**src/rtl/uart_tob_pkg.sv**
```systemverilog
package uart_tob_pkg;
  typedef struct packed {
    logic [1:0] data_sel;
    logic       par_en;
    logic       two_stop;
  } frame_cfg_t;

  localparam int unsigned MAX_CHAR_BITS = 12;
endpackage

```
**src/rtl/uart_char_len.sv**
```systemverilog
module uart_char_len
  import uart_tob_pkg::*;
#(
  parameter int unsigned OSR      = 16,
  parameter int unsigned TO_CHARS = 4,
  parameter int unsigned CT_W     = 8,
  parameter int unsigned TO_W     = 10
) (
  input  frame_cfg_t       cfg_i,
  output logic [CT_W-1:0]  char_ticks_o,
  output logic [TO_W-1:0]  to_ticks_o
);
  logic [3:0] bits;

  always_comb begin
    bits = 4'd6 + {2'b00, cfg_i.data_sel} + {3'b000, cfg_i.par_en}
         + (cfg_i.two_stop ? 4'd2 : 4'd1);
    char_ticks_o = CT_W'(bits) * CT_W'(OSR);
    to_ticks_o   = TO_W'(char_ticks_o) * TO_W'(TO_CHARS);
  end
endmodule

```
**src/rtl/uart_rx_timeout.sv**
```systemverilog
module uart_rx_timeout #(
  parameter int unsigned LVL_W  = 7,
  parameter int unsigned TO_W   = 10,
  parameter int unsigned TO_MAX = 768
) (
  input  logic             clk_i,
  input  logic             rst_ni,
  input  logic             tick_i,
  input  logic             stop_mid_i,
  input  logic             fifo_rd_i,
  input  logic [LVL_W-1:0] level_i,
  input  logic [LVL_W-1:0] trig_i,
  input  logic [TO_W-1:0]  to_ticks_i,
  output logic             irq_o
);
  logic [TO_W-1:0] cnt_q;
  logic            irq_q;
  logic            empty, below, restart, due;

  assign empty   = (level_i == '0);
  assign below   = (level_i < trig_i);
  assign restart = stop_mid_i | fifo_rd_i;
  assign due     = tick_i && (({1'b0, cnt_q} + 1'b1) >= {1'b0, to_ticks_i});

  always_ff @(posedge clk_i or negedge rst_ni) begin
    if (!rst_ni) begin
      cnt_q <= '0;
    end else if (restart || empty) begin
      cnt_q <= '0;
    end else if (tick_i && (cnt_q < to_ticks_i)) begin
      cnt_q <= cnt_q + 1'b1;
    end
  end

  // interrupt holds until a restart, an empty FIFO or the trigger level drops it
  always_ff @(posedge clk_i or negedge rst_ni) begin
    if (!rst_ni) begin
      irq_q <= 1'b0;
    end else if (restart || empty || !below) begin
      irq_q <= 1'b0;
    end else if (due) begin
      irq_q <= 1'b1;
    end
  end

  assign irq_o = irq_q;

  AST_TO_ON_TICK: assert property (@(posedge clk_i) disable iff (!rst_ni)
    $rose(irq_q) |-> $past(tick_i));
  AST_TO_CNT_BOUND: assert property (@(posedge clk_i) disable iff (!rst_ni)
    cnt_q <= TO_W'(TO_MAX));
  AST_TO_STOP_RESTART: assert property (@(posedge clk_i) disable iff (!rst_ni)
    stop_mid_i |=> (cnt_q == '0) && !irq_q);
  AST_TO_READ_CLR: assert property (@(posedge clk_i) disable iff (!rst_ni)
    fifo_rd_i |=> (cnt_q == '0) && !irq_q);
  AST_TO_EMPTY_QUIET: assert property (@(posedge clk_i) disable iff (!rst_ni)
    (level_i == '0) |=> !irq_q);
  AST_TO_TRIG_QUIET: assert property (@(posedge clk_i) disable iff (!rst_ni)
    (level_i >= trig_i) |=> !irq_q);
endmodule

```
**src/rtl/uart_brk_det.sv**
```systemverilog
module uart_brk_det #(
  parameter int unsigned CT_W = 8
) (
  input  logic            clk_i,
  input  logic            rst_ni,
  input  logic            tick_i,
  input  logic            rx_i,
  input  logic [CT_W-1:0] char_ticks_i,
  output logic            brk_o
);
  logic [CT_W-1:0] low_cnt_q;
  logic            armed_q;
  logic            brk_q;

  always_ff @(posedge clk_i or negedge rst_ni) begin
    if (!rst_ni) begin
      low_cnt_q <= '0;
      armed_q   <= 1'b1;
      brk_q     <= 1'b0;
    end else begin
      brk_q <= 1'b0;
      if (rx_i) begin
        low_cnt_q <= '0;
        armed_q   <= 1'b1;
      end else if (tick_i && armed_q) begin
        if (low_cnt_q >= char_ticks_i) begin
          brk_q   <= 1'b1;
          armed_q <= 1'b0;
        end else begin
          low_cnt_q <= low_cnt_q + 1'b1;
        end
      end
    end
  end

  assign brk_o = brk_q;

  AST_BRK_ON_LOW: assert property (@(posedge clk_i) disable iff (!rst_ni)
    $rose(brk_q) |-> $past(!rx_i) && $past(tick_i));
  AST_BRK_LONG: assert property (@(posedge clk_i) disable iff (!rst_ni)
    brk_q |-> (low_cnt_q >= char_ticks_i));
  AST_BRK_PULSE: assert property (@(posedge clk_i) disable iff (!rst_ni)
    brk_q |=> !brk_q);
  AST_BRK_DISARM: assert property (@(posedge clk_i) disable iff (!rst_ni)
    brk_q |-> !armed_q);
endmodule

```
**src/rtl/uart_rx_tmo_brk.sv**
```systemverilog
module uart_rx_tmo_brk
  import uart_tob_pkg::*;
#(
  parameter int unsigned LVL_W    = 7,
  parameter int unsigned OSR      = 16,
  parameter int unsigned TO_CHARS = 4,
  parameter int unsigned RX_SYNC  = 2
) (
  input  logic             clk_i,
  input  logic             rst_ni,
  input  logic             baud_tick_i,
  input  logic [1:0]       data_sel_i,
  input  logic             parity_en_i,
  input  logic             two_stop_i,
  input  logic             rx_i,
  input  logic             stop_mid_i,
  input  logic             fifo_rd_i,
  input  logic [LVL_W-1:0] fifo_level_i,
  input  logic [LVL_W-1:0] trig_level_i,
  input  logic             brk_ctl_i,
  input  logic             tx_i,
  output logic             rx_tmo_irq_o,
  output logic             brk_det_o,
  output logic             tx_o
);
  localparam int unsigned CT_MAX = MAX_CHAR_BITS * OSR;
  localparam int unsigned TO_MAX = CT_MAX * TO_CHARS;
  localparam int unsigned CT_W   = $clog2(CT_MAX + 1);
  localparam int unsigned TO_W   = $clog2(TO_MAX + 1);

  frame_cfg_t      cfg;
  logic [CT_W-1:0] char_ticks;
  logic [TO_W-1:0] to_ticks;
  logic            rx_s;

  assign cfg = '{data_sel: data_sel_i, par_en: parity_en_i, two_stop: two_stop_i};

  generate
    if (RX_SYNC == 0) begin : g_nosync
      assign rx_s = rx_i;
    end else if (RX_SYNC == 1) begin : g_sync1
      logic sq;
      always_ff @(posedge clk_i or negedge rst_ni) begin
        if (!rst_ni) sq <= 1'b1;
        else         sq <= rx_i;
      end
      assign rx_s = sq;
    end else begin : g_syncn
      logic [RX_SYNC-1:0] sq;
      always_ff @(posedge clk_i or negedge rst_ni) begin
        if (!rst_ni) sq <= '1;
        else         sq <= {sq[RX_SYNC-2:0], rx_i};
      end
      assign rx_s = sq[RX_SYNC-1];
    end
  endgenerate

  uart_char_len #(
    .OSR(OSR), .TO_CHARS(TO_CHARS), .CT_W(CT_W), .TO_W(TO_W)
  ) u_len (
    .cfg_i        (cfg),
    .char_ticks_o (char_ticks),
    .to_ticks_o   (to_ticks)
  );

  uart_rx_timeout #(
    .LVL_W(LVL_W), .TO_W(TO_W), .TO_MAX(TO_MAX)
  ) u_tmo (
    .clk_i      (clk_i),
    .rst_ni     (rst_ni),
    .tick_i     (baud_tick_i),
    .stop_mid_i (stop_mid_i),
    .fifo_rd_i  (fifo_rd_i),
    .level_i    (fifo_level_i),
    .trig_i     (trig_level_i),
    .to_ticks_i (to_ticks),
    .irq_o      (rx_tmo_irq_o)
  );

  uart_brk_det #(.CT_W(CT_W)) u_brk (
    .clk_i        (clk_i),
    .rst_ni       (rst_ni),
    .tick_i       (baud_tick_i),
    .rx_i         (rx_s),
    .char_ticks_i (char_ticks),
    .brk_o        (brk_det_o)
  );

  assign tx_o = brk_ctl_i ? 1'b0 : tx_i;
endmodule

```
**config.mk**
```make
export PLATFORM = sky130hd
export DESIGN_NAME = uart_rx_tmo_brk
export DESIGN_NICKNAME = d
export VERILOG_FILES = /design/src/rtl/uart_tob_pkg.sv /design/src/rtl/uart_char_len.sv /design/src/rtl/uart_rx_timeout.sv /design/src/rtl/uart_brk_det.sv /design/src/rtl/uart_rx_tmo_brk.sv
export SDC_FILE = /design/constraint.sdc
export NUM_CORES = 1
export LEC_CHECK = 0
export BUFFER_PORTS_ARGS = -buffer_cell sky130_fd_sc_hd__buf_2
export CAP_MARGIN = 20
export CORE_ASPECT_RATIO = 1.25
export CORE_UTILIZATION = 35
export CTS_CLUSTER_SIZE = 10
export DETAILED_ROUTE_END_ITERATION = 10
export HOLD_SLACK_MARGIN = 0.06
export PLACE_DENSITY = 0.57
export SYNTH_ARGS = -nofsm -noshare
export SYNTH_HDL_FRONTEND = slang
export SYNTH_HIERARCHICAL = 1
export SYNTH_SLANG_ARGS = --single-unit
```
**constraint.sdc**
```tcl
create_clock -name clk_i -period 1.9 [get_ports clk_i]
set_input_delay 0.19 -clock clk_i [delete_from_list [all_inputs] [get_ports clk_i]]
set_output_delay 0.19 -clock clk_i [all_outputs]
set_load 0.03 [all_outputs]
```
Word level (Yosys, flattened, before mapping)
Cells that the tools add are included.

Equality and inequality tests: 1. Reduce and logical (&&, ||, !) cells: 13. $lt $le $gt $ge: 4. $add $sub $neg: 6. Mux-type cells: 15. Bitwise gates (word level): 1.

Operators by type and width (number): $mux 8 (3); $mux 10 (2); $add 10x1->11 const B (1); $ge 11x10->1 (1); $add 10x1->10 const B (1); $lt 10x10->1 (1); $mux 1 (9); $add 8x1->8 const B (1); $ge 8x8->1 (1); $reduce_bool 2->1 (4); $logic_not 7->1 (1); $lt 7x7->1 (1); $add 3x2->4 const A (1); $add 4x1->4 (1); $add 4x4->4 (1); $reduce_and 2->1 (2); $logic_and 1x1->1 (3); $logic_or 1x1->1 (2); $mux 2 (1); $ne 2x2->1 const B (1); $logic_not 1->1 (1); $or 1x1->1 (1).

Bits of input ports: 26. Flip-flop bits (word level): 23. Word-level logic and storage cells: 46. Output and inout port bits: 3.

Logic depth before layout (Yosys ltp)
Depth after elaboration: 7. Depth in mapped cells: 15. Mapped depth without buffers: 14.

Modules after synthesis
The synthesis kept the hierarchy.

By module, submodules not included: uart_rx_timeout (area each 1275.0 um2, cells an instance 145, sequential area each 275.3 um2, times used 1); uart_brk_det (area each 686.9 um2, cells an instance 75, sequential area each 251.5 um2, times used 1); uart_char_len (area each 188.9 um2, cells an instance 25, sequential area each 0.0 um2, times used 1); uart_rx_tmo_brk (area each 66.3 um2, cells an instance 3, sequential area each 52.6 um2, times used 1).

Worst setup path before layout
No wires, ideal clock.

Kind: input-to-reg. Start: input port two_stop_i. End: register u_tmo.cnt_q[9]. Stages: 14. Required time: 1.781 ns. Path slack: -0.714 ns. Buffers on the path: 1. Arrival time: 2.495 ns. Library setup time: 0.119 ns. Path through: inv_1 -> fa_1 -> ha_1 -> inv_1 -> ha_1 -> inv_1 -> buf_4 -> inv_1 -> ha_1 -> o211ai_2 -> o31ai_4 -> nor2_2 -> and3_1 -> o21ba_1.

Word-level cells in the longest chain between the ends: 5.

RTL lines: from (decl) (RTL line uart_rx_tmo_brk.sv:14) `input logic two_stop_i,`; $mux 2 (RTL line uart_char_len.sv:17) `+ (cfg_i.two_stop ? 4'd2 : 4'd1);`; $add 4x4->4 (RTL line uart_char_len.sv:17); named net char_ticks[6] (RTL line uart_rx_tmo_brk.sv:32) `logic [CT_W-1:0] char_ticks;`; $lt 10x10->1 (RTL line uart_rx_timeout.sv:30) `end else if (tick_i && (cnt_q < to_ticks_i)) begin`; $logic_and 1x1->1 (RTL line uart_rx_timeout.sv:30); $reduce_bool 2->1 (no source line); to (signal assigned) (RTL line uart_rx_timeout.sv:31) `cnt_q <= cnt_q + 1'b1;`; to (decl) (RTL line uart_rx_timeout.sv:16) `logic [TO_W-1:0] cnt_q;`.

The timed path passes the listed nets, and every way through them passes these cells. A chain may end at the register's enable or synchronous reset.

Worst setup path after layout
Start: input port two_stop_i. End: register u_brk.low_cnt_q[7].

Word-level cells in the longest chain between the ends: 5.

RTL lines: $mux 2 (RTL line uart_char_len.sv:17); $add 4x4->4 (RTL line uart_char_len.sv:17); named net char_ticks[6] (RTL line uart_rx_tmo_brk.sv:32); $ge 8x8->1 (RTL line uart_brk_det.sv:26) `if (low_cnt_q >= char_ticks_i) begin`; $ne 2x2->1 (no source line); $reduce_and 2->1 (no source line); to (signal assigned) (RTL line uart_brk_det.sv:30) `low_cnt_q <= low_cnt_q + 1'b1;`; to (decl) (RTL line uart_brk_det.sv:11) `logic [CT_W-1:0] low_cnt_q;`.

The timed path passes the listed nets, and every way through them passes these cells.

==> impl_results.md <==
- Hold Path End: u_brk/brk_o$_DFF_PN0_
- Via density: between 4 and 5
- Max Freq: 436.1 MHz
- Post-synth EDFFs: 0
- Hold depth: 3
- Ports: 29
- Filler cell count: 578
- CP Launch Type: input port
- Drt initial violations: 65
- Worst Tran Pin Value: between 0.5 and 0.6 ns
- Final Cycle Share: 120.7%
- DRT Pass-1 Iters: 4
- Endpoints failing setup: 21
- Routability cong.: approximately 0.78
- Max Cap Violations: 0
- M3 GR Usage: ~1.6%
- Post-synth cell types: 49
- Pre-CTS setup slack: -0.7521 ns
- Failing checks: setup timing
- Final Worst Setup Slack: -0.3930 ns
- Worst Hold Class: input port to flop
- Hold WS: a little under 0.3 ns
- Global route overflow: 0
- Row cnt: 32
- GR Util met1: 17.99%
- All-layer global routing usage: 18.09%
- CTS H-tree depth: 1
- Seq/Total Area, Yosys: 26.13%
- RSZ-0062 raised after global routing: yes
- Pin count of the biggest net entering global routing: 24
- Final hold vios: 0
- Final Non-Filler Cells: approximately 420
- Vias: approximately 2000
- Synth warnings: 6
- Ys async rst share: between 90% and 100%
- First-pass GRT wire length: 9.177 mm
- Antenna viol nets, final: 0
- Clock transition at the registers of the reported paths: ~0.09 ns
- Slew HR: 63.63%
- Avg Cell Area, Syn: between 8 and 9 sq um
- Slowest stage delay, CP: ~0.50 ns
- Crit end category: flop
- Slowest stage cell on the critical path: or4_1
- Max IR drop VDD: between 0.2 and 0.3 mV
- Maximum fanout along the worst path: 3
- Port buffer count: 28
- Core area: a little over 6000 sq um
- Post-detailed-route DRC marker count: 0
- Fin. max-slew vios: 0
- Hold Crit Start: baud_tick_i
- Global route hottest layer: met2
- Final wirelength: roughly 5.6 mm
- Num CTS Buffers: 3
- Clk_skew: about 0.0055 ns
- Crit path kind: input port to flop
- Met2 global-route usage: about 37%
- Nets: 400
- Crit path arrival time: roughly 2.5 ns
- Synth Register Bits: 23
- Clk sinks: 23
- Worst path cell trace: buf_6 -> inv_4 -> fa_2 -> ha_4 -> inv_2 -> ha_4 -> inv_4 -> inv_4 -> ha_4 -> a21o_1 -> a21oi_4 -> o31ai_4 -> or4_1 -> a21oi_1
- Starting Density: a little over a third
- Launch point of the worst reg-to-reg path: u_tmo/cnt_q[1]$_DFFE_PN0P_
- Worst setup path start: two_stop_i
- Placed cell count: approximately 400
- Area growth from synthesis to layout: 48.08%
- Wire per inst: about 13 um
- Leak: around 1.6 nW
- Reg2reg setup slack: -0.28 ns
- Chip width: roughly 73 um
- Synthesized netlist cell count: 248
- R2R cell count: 10
- Die height: 90.99 um
- Cell Pwr Density: 371.1 nW/um^2
- Top FF cell, synth: dfrtp_1
- Maximum buffer depth of the clock tree: 2
- Vias in the first global route: ~2100
- Die Footprint: approximately 6700 sq um
- Final Critical Period: 2.293 ns
- CP required: 2.10 ns
- Worst-Skew Late Latency: approximately 0.27 ns
- Layout cells sized above 1: between 40 and 50%
- Antenna Cells: 0
- Antenna violations before repair: 0
- Reg2Reg Capture Point: u_tmo/cnt_q[8]$_DFFE_PN0P_
- Mapped Area: 2217 sq um
- Fin util: 53.59%
- Root Buffer: clkbuf_8
- CTS tree: built
- DP HPWL: between 3 and 4 mm
- Status: finished with violations
-- final cells by class --
cell class | instances | area [sq um] | area share (%)
clock inverters | 1 | 5.005 | 0.1524
repair buffers | 86 | 640.6 | 19.51
multi-input cells | 186 | 1770 | 53.93
inverters | 34 | 140.1 | 4.268
clock buffers | 3 | 41.29 | 1.258
flip-flops and latches | 23 | 579.3 | 17.64
well taps | 85 | 106.4 | 3.239
-- where the power goes --
group / switching [mW] / leakage [nW] / internal (mW) / total, mW
combinational: 0.197 / 1.22 / 0.194 / 0.391
sequential: 0.00897 / 0.309 / 0.498 / 0.507
clock: 0.173 / 0.0255 / 0.147 / 0.320
total: 0.379 / 1.55 / 0.839 / 1.22
-- cell usage in the layout (no fill, tap or decap), drive strengths merged, types with 6 or more instances in the layout --
cell,instances
a21oi,16
buf,84
conb,10
dfrtp,20
ha,39
inv,34
nand2,11
nand3,6
nor2,14
o21ai,9
o31ai,7
xnor2,11
-- cells in the mapped netlist (all sizes together), types with 4 or more instances --
cell type  instances  share of area (%)
nor2b              4                1.5
nor2              14                2.5
nor3b              5                1.9
o21ai              9                2.0
a21o               4                1.4
xnor2             11                4.3
nand4              5                1.4
and3               5                1.4
nand3              6                1.6
a211oi             4                1.4
o31ai              4                2.2
ha                39                 22
or3                5                1.4
nand2             11                1.9
inv               34                5.8
a21oi             16                3.8
xor2               5                2.0
buf               15                4.9
dfrtp             20                 23
-- how the worst max path moves through the flow --
stage	cells after the start	to
3_3_place_gp	14	u_tmo/cnt_q[6]$_DFFE_PN0P_
5_1_grt	16	u_brk/low_cnt_q[7]$_DFFE_PN0P_
4_1_cts	14	u_brk/low_cnt_q[7]$_DFFE_PN0P_
6_report	14	u_brk/low_cnt_q[7]$_DFFE_PN0P_
3_5_place_dp	13	u_brk/low_cnt_q[7]$_DFFE_PN0P_
2_1_floorplan	13	u_tmo/cnt_q[9]$_DFFE_PN0P_
-- critical path: cells and delay by family --
kind,cells,cell delay (ns)
simple gates,1,0.50
compound gates,4,0.57
buf+inv,5,0.26
fa+ha+maj,4,0.97
-- cell families (layout without fill, tap and decap cells) --
logic type,after synthesis,count (layout),share of synthesized area [%]
AOI/OAI and AO/OA,49,52,15.86
xor gates and xnor gates,16,16,6.320
adders and majority gates,40,40,22.91
buffers and inverters,51,124,11.00
DFF,23,23,26.13
other,1,10,0.1691
and+or+nand+nor,68,68,17.61
-- through the flow --
step	power, mW	setup TNS [ns]	instance area [sq um]
final	1.218	-6.628	3283
after global routing	1.300	-8.869	3283
after CTS	1.228	-6.672	3252
after detailed placement	0.8226	-14.01	2839
after global placement	0.8145	-13.33	2839
after floorplan	0.7300	-7.738	2407
-- sequential cells by signal (all words and copies together), names as in the netlist --
register and flops:
u_tmo/irq_o 1, g_syncn.sq 2, u_brk/brk_o 1, u_brk/armed_q 1, u_brk/low_cnt_q 8, u_tmo/cnt_q 10
-- metal layers --
layer / wire length (um) / up-vias
met5: 0 / -
met4: 78 / 0
met1: 2142 / 922
li1: - / 1024
met3: 74 / 8
met2: 3276 / 20
-- repair_timing --
action | 4_1_cts | 5_1_grt
setup endpoints to repair | 21 | 21
gates cloned | 3 | 0
resized for setup | 38 | 9
buffers inserted | 15 | 0
pin swaps | 31 | 13
hold buffers | 2 | 0
hold endpoints to repair | 21 | 0
(Power assumes the default switching activity.)
